[config.mk]
export PLATFORM = sky130hd
export DESIGN_NAME = bus_cond_gen
export DESIGN_NICKNAME = d
export VERILOG_FILES = /design/src/rtl/bus_cond_pkg.sv /design/src/rtl/bus_cond_delay.sv /design/src/rtl/bus_cond_drive.sv /design/src/rtl/bus_cond_seq.sv /design/src/rtl/bus_cond_gen.sv
export SDC_FILE = /design/constraint.sdc
export NUM_CORES = 1
export LEC_CHECK = 0
export ABC_AREA = 1
export ABC_CLOCK_PERIOD_IN_PS = 2300
export BUFFER_PORTS_ARGS = -buffer_cell sky130_fd_sc_hd__buf_4
export CAP_MARGIN = 10
export CORE_MARGIN = 1.5
export CORE_UTILIZATION = 57
export CTS_BUF_LIST = sky130_fd_sc_hd__clkbuf_8 sky130_fd_sc_hd__clkbuf_16
export DETAILED_ROUTE_END_ITERATION = 7
export PLACE_DENSITY_LB_ADDON = 0.15
export SLEW_MARGIN = 5
export SYNTH_ARGS = -nofsm -noshare
export SYNTH_HDL_FRONTEND = slang
export SYNTH_SLANG_ARGS = --single-unit
export TNS_END_PERCENT = 100
[constraint.sdc]
create_clock -name clk -period 2.3 [get_ports clk]
set_clock_uncertainty 0.1 [all_clocks]
set_input_delay 0 -clock clk [delete_from_list [all_inputs] [get_ports clk]]
set_output_delay 0 -clock clk [all_outputs]
set_load 0.005 [all_outputs]
[src/rtl/bus_cond_pkg.sv]
package bus_cond_pkg;

    typedef enum logic {
        COND_START = 1'b0,
        COND_STOP  = 1'b1
    } cond_kind_e;

    typedef enum logic [3:0] {
        ST_IDLE,
        ST_FALL_REQ,
        ST_FALL_SETTLE,
        ST_SET_PRE,
        ST_WAIT_RISE,
        ST_RISE_REQ,
        ST_WAIT_FIRE,
        ST_FIRE,
        ST_CONFIRM
    } seq_state_e;

    typedef struct packed {
        logic pull_set;
        logic pull_clr;
    } drive_cmd_t;

    // Pull-down state the data line must have just before the condition.
    function automatic logic pre_pull(cond_kind_e kind);
        return kind == COND_STOP;
    endfunction

    function automatic logic pre_level_ok(cond_kind_e kind, logic sda);
        return (kind == COND_START) ? sda : !sda;
    endfunction

    // First step of a sequence, given the bus levels at request time.
    function automatic seq_state_e entry_state(cond_kind_e kind, logic sda, logic scl);
        if (pre_level_ok(kind, sda))
            return scl ? ST_FIRE : ST_RISE_REQ;
        else
            return scl ? ST_FALL_REQ : ST_SET_PRE;
    endfunction

    function automatic logic cond_matches(cond_kind_e kind, logic seen_start, logic seen_stop);
        return (kind == COND_START) ? seen_start : seen_stop;
    endfunction

    function automatic drive_cmd_t drive_to(logic pull);
        drive_cmd_t c;
        c.pull_set = pull;
        c.pull_clr = !pull;
        return c;
    endfunction

endpackage

[src/rtl/bus_cond_delay.sv]
module bus_cond_delay
    import bus_cond_pkg::*;
#(
    parameter int unsigned DELAY = 4
) (
    input  logic clk,
    input  logic rst,
    input  logic load,
    output logic expired
);
    localparam int unsigned CW = (DELAY < 1) ? 1 : $clog2(DELAY + 1);
    localparam logic [CW-1:0] RELOAD = CW'(DELAY);

    logic [CW-1:0] cnt_q;

    always_ff @(posedge clk) begin
        if (rst)
            cnt_q <= '0;
        else if (load)
            cnt_q <= RELOAD;
        else if (cnt_q != '0)
            cnt_q <= cnt_q - 1'b1;
    end

    assign expired = (cnt_q == '0) && !load;

    // the settling count steps down by one each cycle once loaded
    a_r4_count_down: assert property (@(posedge clk) disable iff (rst)
        (!load && cnt_q != '0) |=> (cnt_q == $past(cnt_q) - 1'b1));

endmodule

[src/rtl/bus_cond_drive.sv]
module bus_cond_drive
    import bus_cond_pkg::*;
(
    input  logic       clk,
    input  logic       rst,
    input  drive_cmd_t cmd,
    output logic       pull_o
);
    logic pull_q;

    always_ff @(posedge clk) begin
        if (rst)
            pull_q <= 1'b0;
        else if (cmd.pull_set)
            pull_q <= 1'b1;
        else if (cmd.pull_clr)
            pull_q <= 1'b0;
    end

    assign pull_o = pull_q;

    // reset releases the data line
    a_r1_reset_release: assert property (@(posedge clk)
        rst |=> !pull_q);

endmodule

[src/rtl/bus_cond_seq.sv]
module bus_cond_seq
    import bus_cond_pkg::*;
(
    input  logic       clk,
    input  logic       rst,
    input  logic       scl_i,
    input  logic       sda_i,
    input  logic       scl_rise_i,
    input  logic       scl_fall_i,
    input  logic       scl_fall_dly_i,
    input  logic       seen_start_i,
    input  logic       seen_stop_i,
    input  logic       want_start_i,
    input  logic       want_stop_i,
    input  logic       expired_i,
    output logic       load_o,
    output drive_cmd_t cmd_o,
    output logic       ask_fall_o,
    output logic       ask_rise_o,
    output logic       early_o,
    output logic       done_o
);
    seq_state_e state_q, state_d;
    cond_kind_e kind_q, kind_d;
    logic       done_q, early_q;
    logic       finish, abort, foreign;
    cond_kind_e req_kind;

    assign foreign  = seen_start_i || seen_stop_i;
    assign req_kind = want_start_i ? COND_START : COND_STOP;

    always_comb begin
        state_d = state_q;
        kind_d  = kind_q;
        cmd_o   = '0;
        load_o  = 1'b0;
        finish  = 1'b0;
        abort   = 1'b0;
        unique case (state_q)
            ST_IDLE: begin
                if (want_start_i || want_stop_i) begin
                    kind_d  = req_kind;
                    state_d = entry_state(req_kind, sda_i, scl_i);
                end
            end
            ST_FALL_REQ: begin
                if (foreign)         abort = 1'b1;
                else if (scl_fall_i) state_d = ST_FALL_SETTLE;
            end
            ST_FALL_SETTLE: begin
                if (foreign)             abort = 1'b1;
                else if (scl_fall_dly_i) state_d = ST_SET_PRE;
            end
            ST_SET_PRE: begin
                if (foreign) abort = 1'b1;
                else begin
                    cmd_o   = drive_to(pre_pull(kind_q));
                    load_o  = 1'b1;
                    state_d = ST_WAIT_RISE;
                end
            end
            ST_WAIT_RISE: begin
                if (foreign)        abort = 1'b1;
                else if (expired_i) state_d = ST_RISE_REQ;
            end
            ST_RISE_REQ: begin
                if (foreign) abort = 1'b1;
                else if (scl_rise_i) begin
                    load_o  = 1'b1;
                    state_d = ST_WAIT_FIRE;
                end
            end
            ST_WAIT_FIRE: begin
                if (foreign)        abort = 1'b1;
                else if (expired_i) state_d = ST_FIRE;
            end
            ST_FIRE: begin
                if (foreign) abort = 1'b1;
                else begin
                    cmd_o   = drive_to(!pre_pull(kind_q));
                    state_d = ST_CONFIRM;
                end
            end
            ST_CONFIRM: begin
                if (cond_matches(kind_q, seen_start_i, seen_stop_i)) begin
                    finish  = 1'b1;
                    state_d = ST_IDLE;
                end else if (foreign) begin
                    abort = 1'b1;
                end
            end
            default: state_d = ST_IDLE;
        endcase
        if (abort)
            state_d = ST_IDLE;
    end

    always_ff @(posedge clk) begin
        if (rst) begin
            state_q <= ST_IDLE;
            kind_q  <= COND_START;
            done_q  <= 1'b0;
            early_q <= 1'b0;
        end else begin
            state_q <= state_d;
            kind_q  <= kind_d;
            done_q  <= finish;
            early_q <= abort;
        end
    end

    assign ask_fall_o = (state_q == ST_FALL_REQ);
    assign ask_rise_o = (state_q == ST_RISE_REQ);
    assign done_o     = done_q;
    assign early_o    = early_q;

    // no progress out of the settle step before the delayed fall pulse
    a_r6_hold_for_dly: assert property (@(posedge clk) disable iff (rst)
        (state_q == ST_FALL_SETTLE && !scl_fall_dly_i)
            |=> (state_q == ST_FALL_SETTLE || state_q == ST_IDLE));

    // the condition kind cannot change while a sequence runs
    a_r8_kind_held: assert property (@(posedge clk) disable iff (rst)
        (state_q != ST_IDLE) |=> $stable(kind_q));

    // done follows a detector pulse and lasts one cycle
    a_r5_done_after_pulse: assert property (@(posedge clk) disable iff (rst)
        done_o |-> $past(seen_start_i || seen_stop_i));

    a_r5_done_single: assert property (@(posedge clk) disable iff (rst)
        done_o |=> !done_o);

    // early report only after a detector pulse, never with done
    a_r7_early_after_pulse: assert property (@(posedge clk) disable iff (rst)
        early_o |-> ($past(seen_start_i || seen_stop_i) && !done_o));

    // a clock request stays up until its edge pulse is seen
    a_r10_fall_held: assert property (@(posedge clk) disable iff (rst)
        (ask_fall_o && !scl_fall_i && !foreign) |=> ask_fall_o);

    a_r10_rise_held: assert property (@(posedge clk) disable iff (rst)
        (ask_rise_o && !scl_rise_i && !foreign) |=> ask_rise_o);

endmodule

[src/rtl/bus_cond_gen.sv]
module bus_cond_gen
    import bus_cond_pkg::*;
#(
    parameter int unsigned DELAY = 4
) (
    input  logic clk,
    input  logic rst,
    input  logic scl_i,
    input  logic sda_i,
    input  logic scl_rise_i,
    input  logic scl_fall_i,
    input  logic scl_fall_dly_i,
    input  logic seen_start_i,
    input  logic seen_stop_i,
    input  logic want_start_i,
    input  logic want_stop_i,
    output logic sda_pull_o,
    output logic ask_fall_o,
    output logic ask_rise_o,
    output logic early_o,
    output logic done_o
);
    logic       load;
    logic       expired;
    drive_cmd_t cmd;

    bus_cond_seq u_seq (
        .clk            (clk),
        .rst            (rst),
        .scl_i          (scl_i),
        .sda_i          (sda_i),
        .scl_rise_i     (scl_rise_i),
        .scl_fall_i     (scl_fall_i),
        .scl_fall_dly_i (scl_fall_dly_i),
        .seen_start_i   (seen_start_i),
        .seen_stop_i    (seen_stop_i),
        .want_start_i   (want_start_i),
        .want_stop_i    (want_stop_i),
        .expired_i      (expired),
        .load_o         (load),
        .cmd_o          (cmd),
        .ask_fall_o     (ask_fall_o),
        .ask_rise_o     (ask_rise_o),
        .early_o        (early_o),
        .done_o         (done_o)
    );

    bus_cond_delay #(.DELAY(DELAY)) u_delay (
        .clk     (clk),
        .rst     (rst),
        .load    (load),
        .expired (expired)
    );

    bus_cond_drive u_drive (
        .clk    (clk),
        .rst    (rst),
        .cmd    (cmd),
        .pull_o (sda_pull_o)
    );

    // no clock request while both are up at once
    a_r10_one_request: assert property (@(posedge clk) disable iff (rst)
        !(ask_fall_o && ask_rise_o));

endmodule

==> results.py <==
metrics = {
    "status": {
        "status": "finished clean",
    },
    "logic_synthesis": {
        "syn_area_per_cell_um2": 6.10,
        "synth_nets": 154,
        "ys_types": 21,
        "yosysTopAreaCell": "dfxtp_1",
        "netlist_instances": 140,
        "ys_seq_elements": 11,
        "synth.top_cell.area_share_pct": 25.8,
        "yosysWarnings": 0,
        "ys_seq_area_share_pct": 25.8,
        "syn_area_um2": 853,
        "yosys-top-cells-area": "dfxtp_1, nand2_1, inv_1",
    },
    "setup_path": {
        "r2r_cells": 6,
        "r2r_slack_ps": 570,
        "worstSetupPathType": "flop to flop",
        "crit_required_ps": 2370,
        "r2r_end": "u_seq.kind_q$_SDFFE_PP0P_",
        "crit_fanout": 5,
        "end_kind": "flop",
        "setup.worst_path.start_class": "flop",
        "crit_arrival_ps": 1810,
        "crit_start": "u_seq.state_q[3]$_SDFFE_PP0P_",
        "r2r-start": "u_seq.state_q[3]$_SDFFE_PP0P_",
    },
    "place": {
        "port_buffers": 15,
        "dp_hpwl_mm": 1.53,
        "place.gp.congestion": 0.891,
        "placed_area_um2": 980,
    },
    "detailed_routing": {
        "drcViolationCount": 0,
        "drtIter0Drc": 44,
        "finalWirelength_mm": 1.95,
        "wire_per_inst_um": 11.1,
        "ant_nets": 0,
        "dr_total_vias": 923,
        "drt_first_pass_iters": 5,
        "vias_per_cell": 5.24,
    },
    "cts": {
        "post_cts_buffers": 0,
        "clk_pin_slew_ps": 50,
        "postCtsHoldBufs": 3,
        "cts_buffers": 3,
        "cts_max_path_buffers": 2,
        "root_buffer": "clkbuf_8",
        "cts_resized": 0,
        "cts.sinks": 11,
        "tritoncts": "built",
        "htreeDepth": 1,
        "clock_latency_ps": 240,
    },
    "power_and_ir_drop": {
        "power_uw": 1310,
        "leakage_uw": 0.000605,
        "peakVddDrop_uv": 734,
        "p_per_area_mw_per_mm2": 1250,
    },
    "global_routing": {
        "grt_max_degree": 9,
        "grt_pass1_wl_mm": 3.32,
        "grt_usage_pct": 24.7,
        "grt_pass1_vias": 779,
        "antenna_found_initial": 0,
        "grt_overflow_total": 0,
        "busiest_layer": "met2",
        "gr-usage-met3_pct": 1.30,
        "use_met1_pct": 32.0,
        "met2_usage_pct": 40.6,
    },
    "min_path": {
        "whs_path_depth": 4,
        "hp-class": "input port to flop",
        "min-delay-start": "want_start_i",
        "holdPathEnd": "u_seq.kind_q$_SDFFE_PP0P_",
    },
    "finish": {
        "seq_area_um2": 220,
        "diodes": 0,
        "fillCellCount": 100,
        "postLayoutCellArea_mm2": 0.00105,
        "area_delta_synth_final_pct": 23.6,
        "final_nets": 176,
        "layout-drive-gt1-share_pct": 26.1,
        "multi_input_area_um2": 515,
    },
    "floorplanning": {
        "fp-row-count": 13,
        "core_mm2": 0.00135,
        "die_height_um": 41.7,
        "floorplan.initialDensity_pct": 63.2,
        "die-area_mm2": 0.00174,
        "io_pins": 16,
        "die_w_um": 41.7,
    },
    "sta": {
        "setup_viol": 0,
        "finalMaxSlewViolations": 0,
        "max_freq_ghz": 0.577,
        "period_minus_slack_ps": 1730,
        "fin_crit_sh_pct": 75.4,
        "finalHoldViolCount": 0,
        "grt_setup_unrepaired": "no",
        "maxSlewHeadroom_pct": 78.5,
        "whs_ps": 86.1,
        "worstMarginPinSlew_ps": 322,
        "tns_ps": 0,
    },
    "job": {
        "cap_violations": 0,
    },
}
-- stage by stage --
| stage | setup slack, ps | utilization [%] | cells |
|---|---|---|---|
| after global placement | 774 | 72.6 | 169 |
| after floorplan | 810 | - | 140 |
| after detailed placement | 696 | 72.6 | 169 |
| after global routing | 465 | 78.1 | 176 |
| final | 566 | 78.1 | 176 |
| after CTS | 566 | 78.1 | 176 |
-- worst max-delay path by stage --
stage,cells past startpoint,to,slack [ps]
floorplan,10,u_seq.state_q[3]$_SDFFE_PP0P_,810
global placement,9,u_seq.state_q[2]$_SDFFE_PP0P_,770
detailed placement,9,u_seq.state_q[0]$_SDFFE_PP0P_,700
CTS,6,u_seq.kind_q$_SDFFE_PP0P_,570
global route,6,u_seq.kind_q$_SDFFE_PP0P_,470
finish,6,u_seq.kind_q$_SDFFE_PP0P_,570
-- worst max-delay path, cell delays in order, from the launching register on --
cell	delay, ps
dfxtp_1	370
nor2_1	270
nand2_2	100
inv_2	90
o21ai_0	70
dlygate4sd3_1	550
a21oi_1	110
-- report_power, final --
part | internal [µW] | switching, µW | total (µW)
clock network | 117 | 74.8 | 192
registers | 258 | 62.4 | 321
logic | 307 | 493 | 800
-- routing by layer --
layer	up-vias	share of wire (%)
li1	477	-
met1	402	44
met2	40	48
met3	4	5.6
met4	0	2.3
met5	-	0
-- cells in the mapped netlist (all sizes together) --
| cell | instances |
|---|---|
| dfxtp | 11 |
| nor2 | 23 |
| nor3 | 1 |
| o21ai | 6 |
| o31ai | 1 |
| inv | 30 |
| xor2 | 1 |
| buf | 1 |
| nand4 | 5 |
| ha | 3 |
| a21oi | 6 |
| nor4 | 1 |
| nand2 | 41 |
| nand3 | 10 |
-- kinds of logic (layout without fill, tap and decap cells) --
group,Yosys count,count (layout),synth area share (%)
compound gates,13,13,7.92
xor+xnor,1,1,1.03
fa+ha+maj,3,3,4.40
buf+inv,31,52,13.8
flops,11,11,25.8
simple gates,81,81,47.1
-- registers in the layout, summed over array words and instances (netlist names) --
name / count
u_seq.early_o: 1
u_seq.kind_q: 1
u_drive.pull_o: 1
u_seq.state_q: 4
u_delay.cnt_q: 3
u_seq.done_o: 1
-- layout make-up --
class	count	area share, %
multi-input cells	98	48.9
clock inverters	1	0.356
clock buffers	3	3.91
inverters	30	10.7
well taps	15	1.78
flip-flops and latches	11	20.9
repair buffers	18	13.5
-- layout by cell type, fill, tap and decap left out, drive strengths merged --
cell type and n:
nor3 1, nand4 5, ha 3, nand2 41
buf 15, xor2 1, dlygate4sd3 3, nor4 1
clkbuf 3, nor2 23, o31ai 1, dfxtp 11
o21ai 6, a21oi 6, nand3 10, inv 31
(Power assumes the default switching activity.)
